<file path="config.mk">
export PLATFORM = sky130hd
export DESIGN_NAME = osq_sequencer
export DESIGN_NICKNAME = d
export VERILOG_FILES = /design/src/rtl/osq_pkg.sv /design/src/rtl/osq_trig_latch.sv /design/src/rtl/osq_gap_timer.sv /design/src/rtl/osq_out_stage.sv /design/src/rtl/osq_sequencer.sv
export SDC_FILE = /design/constraint.sdc
export NUM_CORES = 1
export LEC_CHECK = 0
export BUFFER_PORTS_ARGS = -buffer_cell sky130_fd_sc_hd__buf_4
export CORE_ASPECT_RATIO = 0.7
export CORE_MARGIN = 8
export CORE_UTILIZATION = 47
export DETAILED_ROUTE_END_ITERATION = 7
export MAX_ROUTING_LAYER = met4
export PLACE_DENSITY = 0.75
export REMOVE_ABC_BUFFERS = 1
export SETUP_SLACK_MARGIN = 0.3
export SLEW_MARGIN = 40
export SYNTH_ARGS = -nofsm -noshare
export SYNTH_HDL_FRONTEND = slang
export SYNTH_SLANG_ARGS = --single-unit
</file>
<file path="constraint.sdc">
create_clock -name clk -period 1.66 [get_ports clk]
set_input_delay 0.249 -clock clk [delete_from_list [all_inputs] [get_ports clk]]
set_output_delay 0.249 -clock clk [all_outputs]
set_load 0.02 [all_outputs]
</file>
<file path="src/rtl/osq_pkg.sv">
package osq_pkg;
  typedef enum logic [1:0] {
    ST_IDLE = 2'd0,
    ST_WAIT = 2'd1,
    ST_SEND = 2'd2,
    ST_GAP  = 2'd3
  } osq_state_e;
endpackage

</file>
<file path="src/rtl/osq_trig_latch.sv">
module osq_trig_latch #(
  parameter int NBUF  = 4,
  parameter int BUF_W = 2
) (
  input  logic             clk,
  input  logic             rst_n,
  input  logic             accept,
  input  logic [BUF_W-1:0] buf_in,
  input  logic [NBUF-1:0]  flags,
  output logic             sel_ready
);
  logic [BUF_W-1:0] cur_buf;
  logic [NBUF-1:0]  hit;

  always_ff @(posedge clk) begin
    if (!rst_n)      cur_buf <= '0;
    else if (accept) cur_buf <= buf_in;
  end

  // One decoded term per buffer, ORed together
  for (genvar b = 0; b < NBUF; b++) begin : g_sel
    assign hit[b] = flags[b] && (cur_buf == BUF_W'(b));
  end
  assign sel_ready = |hit;
endmodule

</file>
<file path="src/rtl/osq_gap_timer.sv">
module osq_gap_timer #(
  parameter int GAP_W    = 12,
  parameter int GAP_BASE = 6
) (
  input  logic             clk,
  input  logic             rst_n,
  input  logic             start,
  input  logic [GAP_W-1:0] gap_val,
  output logic             done
);
  localparam int CNT_W = GAP_W + 1;
  // The cycle in which the gap word is taken and the cycle that leaves the
  // gap state both count toward the pause, so counting starts at 2.
  localparam logic [CNT_W-1:0] CNT_INIT = CNT_W'(2);

  logic [CNT_W-1:0] cnt;
  logic [CNT_W-1:0] limit;

  always_ff @(posedge clk) begin
    if (!rst_n) begin
      cnt   <= '0;
      limit <= '0;
    end else if (start) begin
      cnt   <= CNT_INIT;
      limit <= {1'b0, gap_val} + CNT_W'(GAP_BASE);
    end else if (cnt != limit) begin
      cnt <= cnt + 1'b1;
    end
  end

  assign done = (cnt == limit);

  a_r5_cnt_bound: assert property (@(posedge clk) disable iff (!rst_n)
    cnt <= limit);
  a_r5_start_restarts: assert property (@(posedge clk) disable iff (!rst_n)
    start |=> !done);
endmodule

</file>
<file path="src/rtl/osq_out_stage.sv">
module osq_out_stage #(
  parameter int DATA_W = 23
) (
  input  logic              clk,
  input  logic              rst_n,
  input  logic              load,
  input  logic [DATA_W-1:0] din,
  output logic              strobe,
  output logic [DATA_W-1:0] dout
);
  always_ff @(posedge clk) begin
    if (!rst_n) begin
      strobe <= 1'b0;
      dout   <= '0;
    end else begin
      strobe <= load;
      if (load) dout <= din;
    end
  end

  a_r8_hold_idle: assert property (@(posedge clk) disable iff (!rst_n)
    !load |=> $stable(dout));
endmodule

</file>
<file path="src/rtl/osq_sequencer.sv">
module osq_sequencer #(
  parameter int DATA_W   = 23,
  parameter int GAP_W    = 12,
  parameter int NBUF     = 4,
  parameter int GAP_BASE = 6,
  localparam int BUF_W   = (NBUF > 1) ? $clog2(NBUF) : 1
) (
  input  logic              clk,
  input  logic              rst_n,
  input  logic              trig_valid,
  output logic              trig_ready,
  input  logic [BUF_W-1:0]  trig_buf,
  input  logic [NBUF-1:0]   buf_ready,
  input  logic              fifo_valid,
  output logic              fifo_ready,
  input  logic [DATA_W-1:0] fifo_data,
  input  logic              fifo_gap,
  input  logic              fifo_empty,
  input  logic              fifo_eoe,
  output logic              tx_strobe,
  output logic [DATA_W-1:0] tx_data
);
  import osq_pkg::*;

  osq_state_e state, state_n;
  logic sel_ready, gap_done;
  logic trig_take, take, take_empty, take_gap, take_data;
  logic [1:0] sent_cnt;

  assign trig_ready = (state == ST_IDLE);
  assign fifo_ready = (state == ST_SEND);
  assign trig_take  = trig_valid && trig_ready;
  assign take       = fifo_valid && fifo_ready;
  assign take_empty = take && fifo_empty;
  assign take_gap   = take && !fifo_empty && fifo_gap;
  assign take_data  = take && !fifo_empty && !fifo_gap;

  osq_trig_latch #(.NBUF(NBUF), .BUF_W(BUF_W)) i_trig (
    .clk(clk), .rst_n(rst_n), .accept(trig_take), .buf_in(trig_buf),
    .flags(buf_ready), .sel_ready(sel_ready));

  osq_gap_timer #(.GAP_W(GAP_W), .GAP_BASE(GAP_BASE)) i_gap (
    .clk(clk), .rst_n(rst_n), .start(take_gap),
    .gap_val(fifo_data[GAP_W-1:0]), .done(gap_done));

  osq_out_stage #(.DATA_W(DATA_W)) i_out (
    .clk(clk), .rst_n(rst_n), .load(take_data), .din(fifo_data),
    .strobe(tx_strobe), .dout(tx_data));

  always_comb begin
    state_n = state;
    unique case (state)
      ST_IDLE: if (trig_take) state_n = ST_WAIT;
      ST_WAIT: if (fifo_valid && sel_ready) state_n = ST_SEND;
      ST_SEND: begin
        if (take_empty)                  state_n = ST_IDLE;
        else if (take_gap)               state_n = ST_GAP;
        else if (take_data && fifo_eoe)  state_n = ST_IDLE;
      end
      ST_GAP:  if (gap_done) state_n = ST_SEND;
      default: state_n = ST_IDLE;
    endcase
  end

  always_ff @(posedge clk) begin
    if (!rst_n) state <= ST_IDLE;
    else        state <= state_n;
  end

  // Data words sent in the current event, saturating at two
  always_ff @(posedge clk) begin
    if (!rst_n || trig_take)            sent_cnt <= '0;
    else if (take_data && sent_cnt != 2'd2) sent_cnt <= sent_cnt + 1'b1;
  end

  a_r2_busy_after_accept: assert property (@(posedge clk) disable iff (!rst_n)
    trig_take |=> !trig_ready);
  a_r3_hold_until_ready: assert property (@(posedge clk) disable iff (!rst_n)
    (state == ST_WAIT && !sel_ready) |=> !fifo_ready);
  a_r4_strobe_source: assert property (@(posedge clk) disable iff (!rst_n)
    tx_strobe |-> $past(take_data));
  a_r5_gap_after_two: assert property (@(posedge clk) disable iff (!rst_n)
    take_gap |-> (sent_cnt == 2'd2));
  a_r5_quiet_gap: assert property (@(posedge clk) disable iff (!rst_n)
    (state == ST_GAP) |=> !tx_strobe);
  a_r6_empty_silent: assert property (@(posedge clk) disable iff (!rst_n)
    take_empty |=> (!tx_strobe && trig_ready));
endmodule

</file>
After elaboration in Yosys (flattened, before gate mapping)
Index checks and enable logic that the tools add are counted.
- equality and inequality tests: 12
- reductions and logical operators: 20
- bitwise gates (word level): 1
- add/subtract/negate cells: 2
- mux-type cells: 9
- operators with widths (operator ; number):
    $mux W2 ; 8
    $add A12 B3 Y13 const B ; 1
    $add A13 B1 Y13 const B ; 1
    $eq A13 B13 Y1 ; 1
    $ne A13 B13 Y1 ; 1
    $logic_and A1 B1 Y1 ; 12
    $eq A2 B2 Y1 const B ; 4
    $pmux W2 S4 ; 1
    $eq A2 B1 Y1 const B ; 2
    $logic_not A2 Y1 ; 2
    $ne A2 B2 Y1 const B ; 2
    $ne A4 B1 Y1 const B ; 1
    $reduce_and A4 Y1 ; 1
    $reduce_or A4 Y1 ; 1
    $logic_not A1 Y1 ; 2
    $ne A2 B1 Y1 const B ; 1
    $reduce_bool A2 Y1 ; 1
    $reduce_or A2 Y1 ; 1
    $not A1 Y1 ; 1
- word-level logic and storage cells: 51
- bits in registers: 54
- output and inout bits: 26
- bits of input ports: 36

Longest topological paths before layout
Gate-level depths: netlist of run 1.
- depth after elaboration: 9
- gate-level depth with buffers: 7

Cells and area by module
From an unflattened synthesis of run 1, not the netlist that was laid out.
- cell total of the unflattened synthesis: 268
- area, all modules: 2627.5 um^2
- modules (own cells, without submodules) (module ; sequential area each (um^2) ; cells an instance ; times used ; area each (um^2)):
    osq_gap_timer ; 520.5 ; 163 ; 1 ; 1450.1
    osq_out_stage ; 480.5 ; 76 ; 1 ; 919.6
    osq_sequencer ; 40.0 ; 22 ; 1 ; 162.7
    osq_trig_latch ; 40.0 ; 7 ; 1 ; 95.1

Worst setup path before layout of run 1
Ideal clock, no wire load.
- kind: reg2reg
- start point: reg i_gap.cnt[0]
- end point: reg i_gap.cnt[12]
- slack: 1 ps
- required time: 1590 ps
- arrival: 1589 ps
- cell stages (with the launch flop): 6
- setup time: 70 ps
- path buffers: 0
- cells stage by stage: dfxtp_1 > ha_1 > nand2_1 > or4_1 > or3_1 > a21oi_1
- word-level cells in the longest chain between the ends: 1
- elaborated cells between the ends (all ways): 2
- classes of those cells: 1 x add/sub; 1 x eq/ne
- ends and longest elaborated chain (item ; line ; RTL):
    start: declaration ; osq_gap_timer.sv:16 ; logic [CNT_W-1:0] cnt;
    start signal: assignment ; osq_gap_timer.sv:27 ; cnt <= cnt + 1'b1;
    $add A13 B1 Y13 or $ne A13 B13 Y1 (tied branches) ; osq_gap_timer.sv:27, osq_gap_timer.sv:26 ;
Parallel ways exist; a longest one is shown, timed or not.
A chain may end at the register's enable or synchronous reset.

Worst setup path after layout of run 1
- start point: reg i_gap.limit[11]
- end point: reg i_gap.cnt[9]
- word-level cells in the longest chain between the ends: 1
- ends and longest elaborated chain (item ; line ; RTL):
    start: declaration ; osq_gap_timer.sv:17 ; logic [CNT_W-1:0] limit;
    start signal: assignment ; osq_gap_timer.sv:25 ; limit <= {1'b0, gap_val} + CNT_W'(GAP_BASE);
    $ne A13 B13 Y1 ; osq_gap_timer.sv:26 ; end else if (cnt != limit) begin
No other way between the ends.

==> metrics.md, run 1 <==
| Metric | Value |
|---|---|
| Worst Setup SP | i_gap.limit[11]$_SDFFE_PN0P_ |
| Max Freq | 0.566 GHz |
| Final worst-path cycle share | 106% |
| Reg2Reg Setup Slack | -0.11 ns |
| Clock Skew | 0.0107 ns |
| DR WL/cell | 20.0 µm |
| Routed wire length | 9210 µm |
| Die area | 7790 µm² |
| Crit path setup slack, layout | -0.106 ns |
| Status | finished, violations left |
| P_int | 2.25 mW |
| CTS root buf | clkbuf_8 |
| Clock power frac | 28.6% |
| WS Path Type | register to register |
| Worst EP arrival | 2.02 ns |
| # fillers | around 290 |
| Sequential fraction of the synthesis area | 44.3% |
| CTS Hold Bufs | 0 |
| Reg2reg path depth | 6 |
| RePlAce Congestion | roughly 0.84 |
| H-tree depth | 2 |
| CTS tree | yes |
| Iter 0 DRT Violations | 238 |
| DP HPWL | 4480 µm |
| Nets | 426 |
| P_sw | 968 µW |
| GR peak layer | met2 |
| Post-route ant nets | 0 |
| Final hold vios | 0 |
| CP Capture Type | register |
| First-pass GRT wire length | 11500 µm |
| Relative slew slack | between 60 and 70% |
| Share of cells above drive strength 1 | 56.7% |
| Mapped Area | 2440 µm² |
| Worst r2r src | i_gap.limit[11]$_SDFFE_PN0P_ |
| Die width | ~100 µm |
| Core Box Area | between 5000 and 6000 µm² |
| Peak supply drop | 504 µV |
| # DRC | 0 |
| Starting Density | 47.6% |
| RSZ-0062 raised after global routing | true |
| Clk Latency, worst-skew pair | 0.32 ns |
| Met3 usage in global routing | 5.75% |
| Min-delay worst type | primary input to register |
| Ys Warns | 0 |
| WHS | between 0.15 and 0.2 ns |
| Syn_area_per_cell | 8.18 µm² |
| Period minus WS final | 1.77 ns |
| Worst setup SP type | register |
| Cells after synthesis | around 300 |
| Actual slew at the worst max-slew pin | 0.554 ns |
| Switch share | a little under a third |
| # rows | 22 |
| Worst-path clk slew | 0.10 ns |
| MaxCap Viol Count | 0 |
| Failing checks | setup timing |
| Largest net degree at the start of global routing | 38 |
| Crit path max fanout | 6 |
| Slew Viols, Final | 0 |
| Met2 Use GR | 27.2% |
| Grt total ovfl | 0 |
| Cts bufs inserted | 5 |
| CTS max path bufs | 2 |
| Count of cell types in the netlist | 42 |
| Antenna violations before repair | 0 |
| Vias per cell | 5.97 |
| # diodes | 0 |
| Combinational share of power | 28.6% |
| I/O Buffers | 61 |
| Hold path startpoint | fifo_data[19] |
| Reg-to-reg endpoint | i_gap.cnt[9]$_SDFFE_PP0P_ |
| Area Overhead vs Synth | 65.1% |
| Tot Pwr | 3.22 mW |
| Hold path cells | 3 |
| GRT Util Overall | 18.4% |
| Worst hold endpoint | i_out.dout[19]$_SDFFE_PN0N_ |
| Via count | 2744 |
| I/O pins | 62 |
| Number of global-route vias before repair | 2461 |
| Die span in y | 76.3 µm |
| Grt met1 use | 24.0% |
| Flop pwr share | a little over two fifths |
| Yosys reg bits | 54 |
| Total power per unit cell area | 799 nW/µm² |
| Required time worst endpoint | 1.92 ns |
| Final setup fails | 7 |
| CTS sink cnt | 54 |
| Drt pass-1 iters | 5 |
| LEAKAGE | 1.68 nW |
## layout make-up
type | count | area, µm² | area share [%]
sequential | 54 | 1110 | 27.5
multi-input combinational | 227 | 1850 | 45.8
inverter | 5 | 18.8 | 0.466
timing repair buffer | 95 | 853 | 21.2
clock buffer | 6 | 82.6 | 2.05
tap | 72 | 90.1 | 2.24
clock inverter | 1 | 30.0 | 0.746
## worst max-delay path by stage
stage,to,slack (ns),cells past startpoint
after floorplan,i_out.dout[0]$_SDFFE_PN0N_,-0.14,4
after global placement,i_gap.cnt[12]$_SDFFE_PP0P_,0.003,5
after detailed placement,i_gap.cnt[12]$_SDFFE_PP0P_,-0.08,5
after CTS,i_gap.cnt[11]$_SDFFE_PP0P_,0.02,7
after global routing,i_gap.cnt[11]$_SDFFE_PP0P_,-0.16,5
final,i_gap.cnt[9]$_SDFFE_PP0P_,-0.11,6
## synthesized netlist by cell type, drive strengths merged
| library cell | count | area (µm²) |
|---|---|---|
| a31oi | 2 | 12.5 |
| nor3 | 3 | 15.0 |
| inv | 5 | 18.8 |
| ha | 2 | 25.0 |
| a211oi | 7 | 52.6 |
| o211ai | 1 | 7.51 |
| mux4 | 1 | 22.5 |
| xor2 | 18 | 158 |
| nand2 | 66 | 248 |
| a21oi | 42 | 210 |
| o31ai | 3 | 22.5 |
| a32oi | 1 | 8.76 |
| nor2b | 3 | 18.8 |
| nor2 | 17 | 63.8 |
| clkbuf | 10 | 37.5 |
| o311ai | 1 | 8.76 |
| xnor2 | 5 | 43.8 |
| and4 | 1 | 11.3 |
| o21ai | 12 | 60.1 |
| dfxtp | 54 | 1080 |
| or4 | 4 | 30.0 |
| nand3b | 1 | 7.51 |
| a311o | 1 | 10.0 |
| o41ai | 1 | 8.76 |
| or3 | 6 | 38.8 |
| nand4 | 6 | 37.5 |
| a21o | 1 | 7.51 |
| and4bb | 1 | 12.5 |
| nand3 | 8 | 52.6 |
| and3 | 3 | 25.0 |
| a211o | 1 | 8.76 |
| buf | 5 | 33.8 |
| nor4 | 2 | 12.5 |
| nand2b | 1 | 6.26 |
| and2 | 2 | 12.5 |
| o2111ai | 1 | 8.76 |
## flip-flops by register name, indices dropped and copies added (netlist names)
signal,cells
i_trig.cur_buf,2
i_gap.cnt,13
i_gap.limit,13
i_out.strobe,1
i_out.dout,23
state,2
## worst max-delay path, cell delays in order, from the launching register on
cell and delay [ns]:
dfxtp_1 0.39, xor2_1 0.23, nor4_2 0.09, buf_4 0.16, and4_4 0.19, or4_4 0.48
a21oi_2 0.15
## power groups by stage
stage / Combinational, mW / Sequential (mW) / Clock [mW]
floorplan: 0.259 / 1.39 / 0
global placement: 0.499 / 1.38 / 0
detailed placement: 0.502 / 1.38 / 0
CTS: 0.717 / 1.36 / 0.913
global route: 0.961 / 1.38 / 0.972
finish: 0.922 / 1.38 / 0.921
## metrics by stage
step | worst slack (ns) | cell area, µm² | cells | setup TNS [ns] | utilization (%)
4_1_cts | 0.0158 | 3430 | 447 | 0 | 67.0
6_report | -0.106 | 4030 | 460 | -0.327 | 78.6
2_1_floorplan | -0.140 | 2370 | 283 | -3.22 | -
3_3_place_gp | 0.00332 | 3060 | 432 | 0 | 59.8
3_5_place_dp | -0.0756 | 3060 | 432 | -0.106 | 59.8
5_1_grt | -0.156 | 4030 | 460 | -1.17 | 78.6
## routing by layer
layer  part of all wire, %  vias to the layer above  routed length, µm
met2                    48                      169               4440
met3                   8.9                       41                823
met1                    40                     1313               3690
met5                     0                        -                  0
li1                      -                     1221                  -
met4                   2.9                        0                263
## cells in the final DEF (no fill, tap or decap), drive strengths merged, types with 2 or more instances in the layout
cell and instances:
buf 91, nand2 66, dfxtp 54, a21oi 42, xor2 18, nor2 17, o21ai 12, clkbuf 10
nand3 8, a211oi 7, nand4 6, or3 6, inv 5, xnor2 5, and4 4, or4 4
o31ai 3, nor2b 3, nor3 3, and3 3, a31oi 2, and2 2, nor4 2, ha 2
## cell families after synthesis
| group | count (synthesis) | synth area share (%) |
|---|---|---|
| simple gates | 124 | 24.3 |
| compound gates | 74 | 17.5 |
| flops | 54 | 44.3 |
| xor+xnor | 23 | 8.26 |
| buf+inv | 20 | 3.69 |
| fa+ha+maj | 2 | 1.03 |
| mux | 1 | 0.923 |
## timing repair
action / 4_1_cts / 5_1_grt
setup buffers: 5 / 7
gates resized for setup: 43 / 121
setup endpoints to repair: 24 / 52
endpoints found under the hold margin: 0 / 0
pin swaps: 19 / 59
cloned: 3 / 6
Note: power is estimated with default switching activity, not from simulation.
==> run 2: changes to the inputs <==
--- a/config.mk
+++ b/config.mk
@@ -8,10 +8,9 @@
 export BUFFER_PORTS_ARGS = -buffer_cell sky130_fd_sc_hd__buf_4
 export CORE_ASPECT_RATIO = 0.7
 export CORE_MARGIN = 8
-export CORE_UTILIZATION = 47
+export CORE_UTILIZATION = 36
 export DETAILED_ROUTE_END_ITERATION = 7
 export MAX_ROUTING_LAYER = met4
-export PLACE_DENSITY = 0.75
 export REMOVE_ABC_BUFFERS = 1
 export SETUP_SLACK_MARGIN = 0.3
 export SLEW_MARGIN = 40
==> run 2 against run 1 <==
The flow still finishes with violations (setup timing). Critical path depth unchanged. Clock power is 19% lower. Highest routed layer unchanged. Clock-buffer cell count is the same. Setup slack gained 0.091 ns. Combinational power decreased by 13%. Clock skew decreased by 0.0053 ns.
==> metrics.md, run 2 (synthesis results as in run 1) <==
| Metric | Value |
|---|---|
| WS Path Type | register to register |
| Clock Skew | 0.00549 ns (-0.00525 ns) |
| Worst-path clk slew | 0.10 ns (about the same) |
| Tot Pwr | 2.92 mW (-9.4%) |
| Antenna violations before repair | 0 (unchanged) |
| CTS tree | yes |
| I/O pins | 62 (unchanged) |
| MaxCap Viol Count | 0 (unchanged) |
| GRT Util Overall | 14.9% (-3.5 points) |
| Final worst-path cycle share | 101% (-5.5 points) |
| Routed wire length | 7700 µm (-16%) |
| Grt total ovfl | 0 (unchanged) |
| Most frequent cells in the layout | buf_4 (75), nand2_1 (40), dfxtp_1 (40), a21oi_2 (23) |
| I/O Buffers | 61 (unchanged) |
| Core Box Area | 6660 µm² (+30%) |
| WHS | 0.174 ns (+0.00299 ns) |
| Status | finished, violations left |
| RePlAce Congestion | 0.816 (-2.7%) |
| Vias per cell | 5.08 (-15%) |
| # DRC | 0 (unchanged) |
| Starting Density | 36.6% (-11 points) |
| Die span in y | 84.9 µm (+11%) |
| Largest register by flop count | i_out.dout |
| LEAKAGE | 1.61 nW (-4.6%) |
| Relative slew slack | 63.9% (+0.82 points) |
| Crit path max fanout | 6 (unchanged) |
| First-pass GRT wire length | 11500 µm (+0.17%) |
| Flop pwr share | 47.1% (+4.4 points) |
| Final setup fails | 3 (-4) |
| Total power per unit cell area | 756 nW/µm² (-5.4%) |
| Post-Place Setup Slack | -0.0870 ns (-0.0114 ns) |
| Most common cell after layout, fill and taps aside | buf_4 |
| Max Freq | 0.597 GHz (+5.4%) |
| Clock power frac | 25.5% (-3.1 points) |
| Actual slew at the worst max-slew pin | 0.542 ns (-0.0123 ns) |
| Peak supply drop | 334 µV (-34%) |
| # diodes | 0 (unchanged) |
| Die area | 9710 µm² (+25%) |
| Nets | 419 (-1.6%) |
| Largest net degree at the start of global routing | 38 (unchanged) |
| Number of global-route vias before repair | 2380 (-3.3%) |
| Area Overhead vs Synth | 58.2% |
| Share of cells above drive strength 1 | 50.3% (-6.4 points) |
| Drt pass-1 iters | 5 (unchanged) |
| Final hold vios | 0 (unchanged) |
| CTS max path bufs | 2 (unchanged) |
| Failing checks | setup timing |
| Crit path setup slack, layout | -0.0149 ns (+0.0912 ns) |
| Iter 0 DRT Violations | 137 (-42%) |
| Crit path largest cell delay | 0.51 ns (+0.03 ns) |
| Via count | 2417 (-12%) |
| Slowest CP cell | or4_1 |
| # rows | 25 (+14%) |
| Combinational share of power | 27.5% (-1.1 points) |
| Switch share | 30.8% (+0.70 points) |
| Biggest regs | i_out.dout (23), i_gap.cnt (13), i_gap.limit (13) |
| CTS root buf | clkbuf_8 |
| Slew Viols, Final | 0 (unchanged) |
| Clk Latency, worst-skew pair | 0.31 ns (about the same) |
| H-tree depth | 2 (unchanged) |
| Worst EP arrival | 1.92 ns (-0.10 ns) |
| # fillers | 608 (+110%) |
| Post-route ant nets | 0 (unchanged) |
| CP Capture Type | register |
| P_int | 2.02 mW (-10%) |
| DR WL/cell | 16.2 µm (-19%) |
| CP Cell Sequence | buf_6 > xor2_4 > nor4_4 > and4_4 > or4_1 > a21oi_1 |
| RSZ-0062 raised after global routing | true |
| Required time worst endpoint | 1.91 ns (about the same) |
| Min-delay worst type | primary input to register |
| Period minus WS final | 1.67 ns (-0.0912 ns) |
| Worst setup SP type | register |
| CTS sink cnt | 54 (unchanged) |
| DP HPWL | 4860 µm (+8.4%) |
| P_sw | 898 µW (-7.3%) |
| Cts bufs inserted | 5 (unchanged) |
| Max FFs per register | 23 (unchanged) |
| Die width | 114 µm (+12%) |
==> run 2: cell types whose count changed in the layout (fill, tap and decap cells not counted), moves of 3 or more <==
cell      previous run  this run
a211oi_2             6         2
a21oi_1             16        19
a21oi_2             26        23
nor2_4               5         1
a211oi_1             1         5
o21ai_2              6         0
buf_4               78        75
nor2_1              10        15
o21ai_0              5         9
==> run 2: final timing paths <==
check	start	end	slack (ns)	cells after the start
max reg2reg	i_gap.cnt[0]$_SDFFE_PP0P_	i_gap.cnt[9]$_SDFFE_PP0P_	-0.01	6
min	fifo_data[20]	i_out.dout[20]$_SDFFE_PN0N_	0.17	3
min reg2reg	i_out.dout[18]$_SDFFE_PN0N_	i_out.dout[18]$_SDFFE_PN0N_	0.46	2
max	i_gap.cnt[0]$_SDFFE_PP0P_	i_gap.cnt[9]$_SDFFE_PP0P_	-0.01	6
==> run 2: metrics by stage <==
step / instance area (µm²) / setup TNS [ns] / utilization (%) / std cells
after detailed placement: 3110 / -0.126 / 46.6 / 456
after CTS: 3390 / -0.0291 / 50.9 / 468
final: 3860 / -0.0332 / 57.9 / 476
after floorplan: 2370 / -3.22 / - / 283
after global routing: 3860 / -0.600 / 57.9 / 476
after global placement: 3110 / -0.0227 / 46.6 / 456
==> run 2: layer usage <==
metal | share of wire, % | track usage [%] | vias up | wire length, µm
li1 | - | - | 1204 | -
met1 | 50 | 19.6 | 1142 | 3830
met2 | 45 | 22.1 | 68 | 3430
met3 | 5.5 | 4.04 | 3 | 422
met4 | 0.27 | 3.73 | 0 | 21
met5 | 0 | - | - | 0
==> run 2: layout make-up <==
cell class / count / area (µm²) / area share, %
clock buffers: 6 / 72.6 / 1.88
clock inverters: 2 / 13.8 / 0.357
inverters: 5 / 18.8 / 0.487
multi-input cells: 227 / 1760 / 45.6
flip-flops and latches: 54 / 1110 / 28.7
well taps: 94 / 118 / 3.05
repair buffers: 88 / 768 / 19.9
==> run 2: worst max-delay path, delay by kind of cell (launching register included) <==
family	cells	cell delay [ns]
AOI/OAI and AO/OA	1	0.13
xor gates and xnor gates	1	0.17
buffers and inverters	1	0.14
DFF	1	0.37
and+or+nand+nor	3	0.80
==> run 2: repair_timing <==
item                       in CTS  in global routing
buffers inserted                1                  4
setup endpoints to repair      26                 46
hold buffers                    0                  0
resized for setup              39                 94
gates cloned                    3                  4
pin swaps                       9                 49
==> run 2: power groups by stage <==
stage                     registers, mW  clock network [mW]  logic (mW)
after floorplan                    1.39                   0       0.259
after global placement             1.38                   0       0.497
after detailed placement           1.38                   0       0.504
after CTS                          1.36               0.768       0.676
after global routing               1.38               0.825       0.864
final                              1.37               0.743       0.800
==> run 3: changes to the inputs <==
--- a/config.mk
+++ b/config.mk
@@ -13,6 +13,7 @@
 export MAX_ROUTING_LAYER = met4
 export REMOVE_ABC_BUFFERS = 1
 export SETUP_SLACK_MARGIN = 0.3
+export SKIP_LAST_GASP = 1
 export SLEW_MARGIN = 40
 export SYNTH_ARGS = -nofsm -noshare
 export SYNTH_HDL_FRONTEND = slang
==> run 3 against run 2 <==
Register-to-register slack got worse by 0.02 ns. The run still ends with setup timing left. Fmax down 0.95%. Sequential cell count did not move. Highest routed layer unchanged.
==> metrics.md, run 3 (synthesis results as in run 1) <==
| Metric | Value |
|---|---|
| Via count | 2441 (+0.99%) |
| Drt pass-1 iters | 4 (-1) |
| Clock Skew | 0.00489 ns (-0.000601 ns) |
| Period minus WS final | 1.69 ns (+0.0160 ns) |
| Relative slew slack | 64.8% (+0.93 points) |
| Clk Latency, worst-skew pair | 0.30 ns (about the same) |
| I/O pins | 62 (unchanged) |
| CTS root buf | clkbuf_8 |
| Final hold vios | 0 (unchanged) |
| CP Cell Sequence | buf_6 > xor2_4 > nor4_4 > and4_4 > or4_1 > a21oi_1 |
| Final std cells w/o fill | 475 (-0.21%) |
| I/O Buffers | 61 (unchanged) |
| Grt total ovfl | 0 (unchanged) |
| Routed wire length | 7680 µm (-0.38%) |
| Vias per cell | 5.14 (+1.2%) |
| Nets | 418 (-0.24%) |
| Min-delay worst type | primary input to register |
| Most frequent cells in the layout | buf_4 (74), nand2_1 (44), dfxtp_1 (40), a21oi_2 (22), a21oi_1 (20) |
| CTS sink cnt | 54 (unchanged) |
| # diodes | 0 (unchanged) |
| Post-route cell area | 3820 µm² (-1.0%) |
| Antenna violations before repair | 0 (unchanged) |
| WP buf/inv | 1 (unchanged) |
| Max FFs per register | 23 (unchanged) |
| # rows | 25 (unchanged) |
| Failing checks | setup timing |
| Die width | 114 µm (unchanged) |
| Share of cells above drive strength 1 | 48.8% (-1.4 points) |
| Total power per unit cell area | 753 nW/µm² (-0.42%) |
| Starting Density | 36.6% (unchanged) |
| Cts bufs inserted | 5 (unchanged) |
| CTS max path bufs | 2 (unchanged) |
| WS Path Type | register to register |
| # DRC | 0 (unchanged) |
| Number of cells after detailed placement | 456 (unchanged) |
| Worst setup SP type | register |
| Critical path's top delay family | simple AND/OR/NAND/NOR gates |
| Slew Viols, Final | 0 (unchanged) |
| Met2 Use GR | 21.9% (-0.21 points) |
| Worst-path clk slew | 0.10 ns (about the same) |
| LEAKAGE | 1.54 nW (-4.3%) |
| Area Overhead vs Synth | 56.6% |
| Met3 usage in global routing | 4.11% (+0.071 points) |
| Final worst-path cycle share | 102% (+0.96 points) |
| GR peak layer | met2 |
| MaxCap Viol Count | 0 (unchanged) |
| CTS tree | yes |
| GRT Util Overall | 14.8% (-0.062 points) |
| Most common cell after layout, fill and taps aside | buf_4 |
| Placed Area | 3110 µm² (unchanged) |
| First-pass GRT wire length | 11500 µm (-0.29%) |
| Die span in y | 84.9 µm (unchanged) |
| Largest net degree at the start of global routing | 38 (unchanged) |
| Grt met1 use | 19.4% (-0.21 points) |
| Required time worst endpoint | 1.90 ns (about the same) |
| CP Capture Type | register |
| Largest register by flop count | i_out.dout |
| Number of global-route vias before repair | 2381 (+0.042%) |
| Biggest regs | i_out.dout (23), i_gap.cnt (13), i_gap.limit (13) |
| Status | finished, violations left |
| CTS Hold Bufs | 0 (unchanged) |
| DP HPWL | 4860 µm (unchanged) |
| Actual slew at the worst max-slew pin | 0.528 ns (-0.0139 ns) |
| Crit path largest cell delay | 0.51 ns (about the same) |
| Peak supply drop | 321 µV (-3.8%) |
| Post-Place Setup Slack | -0.0870 ns (unchanged) |
| Max Freq | 0.591 GHz (-0.95%) |
| Worst EP arrival | 1.93 ns (about the same) |
| Post-route ant nets | 0 (unchanged) |
| DR WL/cell | 16.2 µm (-0.17%) |
| Iter 0 DRT Violations | 116 (-15%) |
| Die area | 9710 µm² (unchanged) |
| Final setup fails | 1 (-2) |
| Crit path setup slack, layout | -0.0309 ns (-0.0160 ns) |
| Core Box Area | 6660 µm² (unchanged) |
| RSZ-0062 raised after global routing | true |
| Crit path max fanout | 6 (unchanged) |
| H-tree depth | 2 (unchanged) |
| Slowest CP cell | or4_1 |
| RePlAce Congestion | 0.816 (unchanged) |
## run 3: cell count changes in the layout (fill, tap and decap cells not counted), sizes merged
cell  delta
buf      -1
## run 3: metrics by stage
stage / hold slack, ns / setup TNS (ns) / utilization (%) / total power [mW]
6_report: 0.176 / -0.0309 / 57.3 / 2.87
5_1_grt: 0.169 / -0.653 / 57.3 / 3.04
4_1_cts: 0.152 / -0.0291 / 50.7 / 2.81
3_5_place_dp: 0.447 / -0.126 / 46.6 / 1.88
3_3_place_gp: 0.444 / -0.0227 / 46.6 / 1.88
2_1_floorplan: 0.345 / -3.22 / - / 1.65
## run 3: worst register-to-register path, cell delays in order (launching register included)
cell and delay, ns:
dfxtp_2 0.34, buf_6 0.13, xor2_4 0.20, nor4_4 0.08, and4_4 0.23, or4_1 0.51, a21oi_1 0.15
## run 3: worst paths after layout
kind                                from                     endpoint  slack (ns)  cells past startpoint
min                        fifo_data[16]  i_out.dout[16]$_SDFFE_PN0N_        0.18                      3
max            i_gap.cnt[4]$_SDFFE_PP0P_    i_gap.cnt[9]$_SDFFE_PP0P_       -0.03                      6
max reg2reg    i_gap.cnt[4]$_SDFFE_PP0P_    i_gap.cnt[9]$_SDFFE_PP0P_       -0.03                      6
min reg2reg  i_out.dout[18]$_SDFFE_PN0N_  i_out.dout[18]$_SDFFE_PN0N_        0.46                      2
## run 3: per-layer routing
metal	wire, µm	vias to the layer above
met4	91	0
met2	3350	87
met3	489	11
met5	0	-
li1	-	1200
met1	3740	1143
## run 3: what timing repair did
item / in CTS / in global routing
endpoints found under the setup margin: 26 / 47
setup buffers: 1 / 3
cloned: 3 / 4
gates resized for setup: 36 / 85
pin swaps: 9 / 48
## run 3: final cells by class
cell class / count / area, µm²
Timing Repair Buffer: 87 / 761
Clock inverter: 2 / 13.8
Clock buffer: 6 / 72.6
Sequential cell: 54 / 1110
Fill cell: 619 / 2840
Tap cell: 94 / 118
Multi-Input combinational cell: 227 / 1720
Inverter: 5 / 18.8
## run 3: where the power goes
part / total (mW) / leakage [nW] / internal (mW) / switching, mW
clock network: 0.729 / 0.0452 / 0.299 / 0.430
logic: 0.774 / 1.05 / 0.366 / 0.408
registers: 1.37 / 0.444 / 1.33 / 0.0376
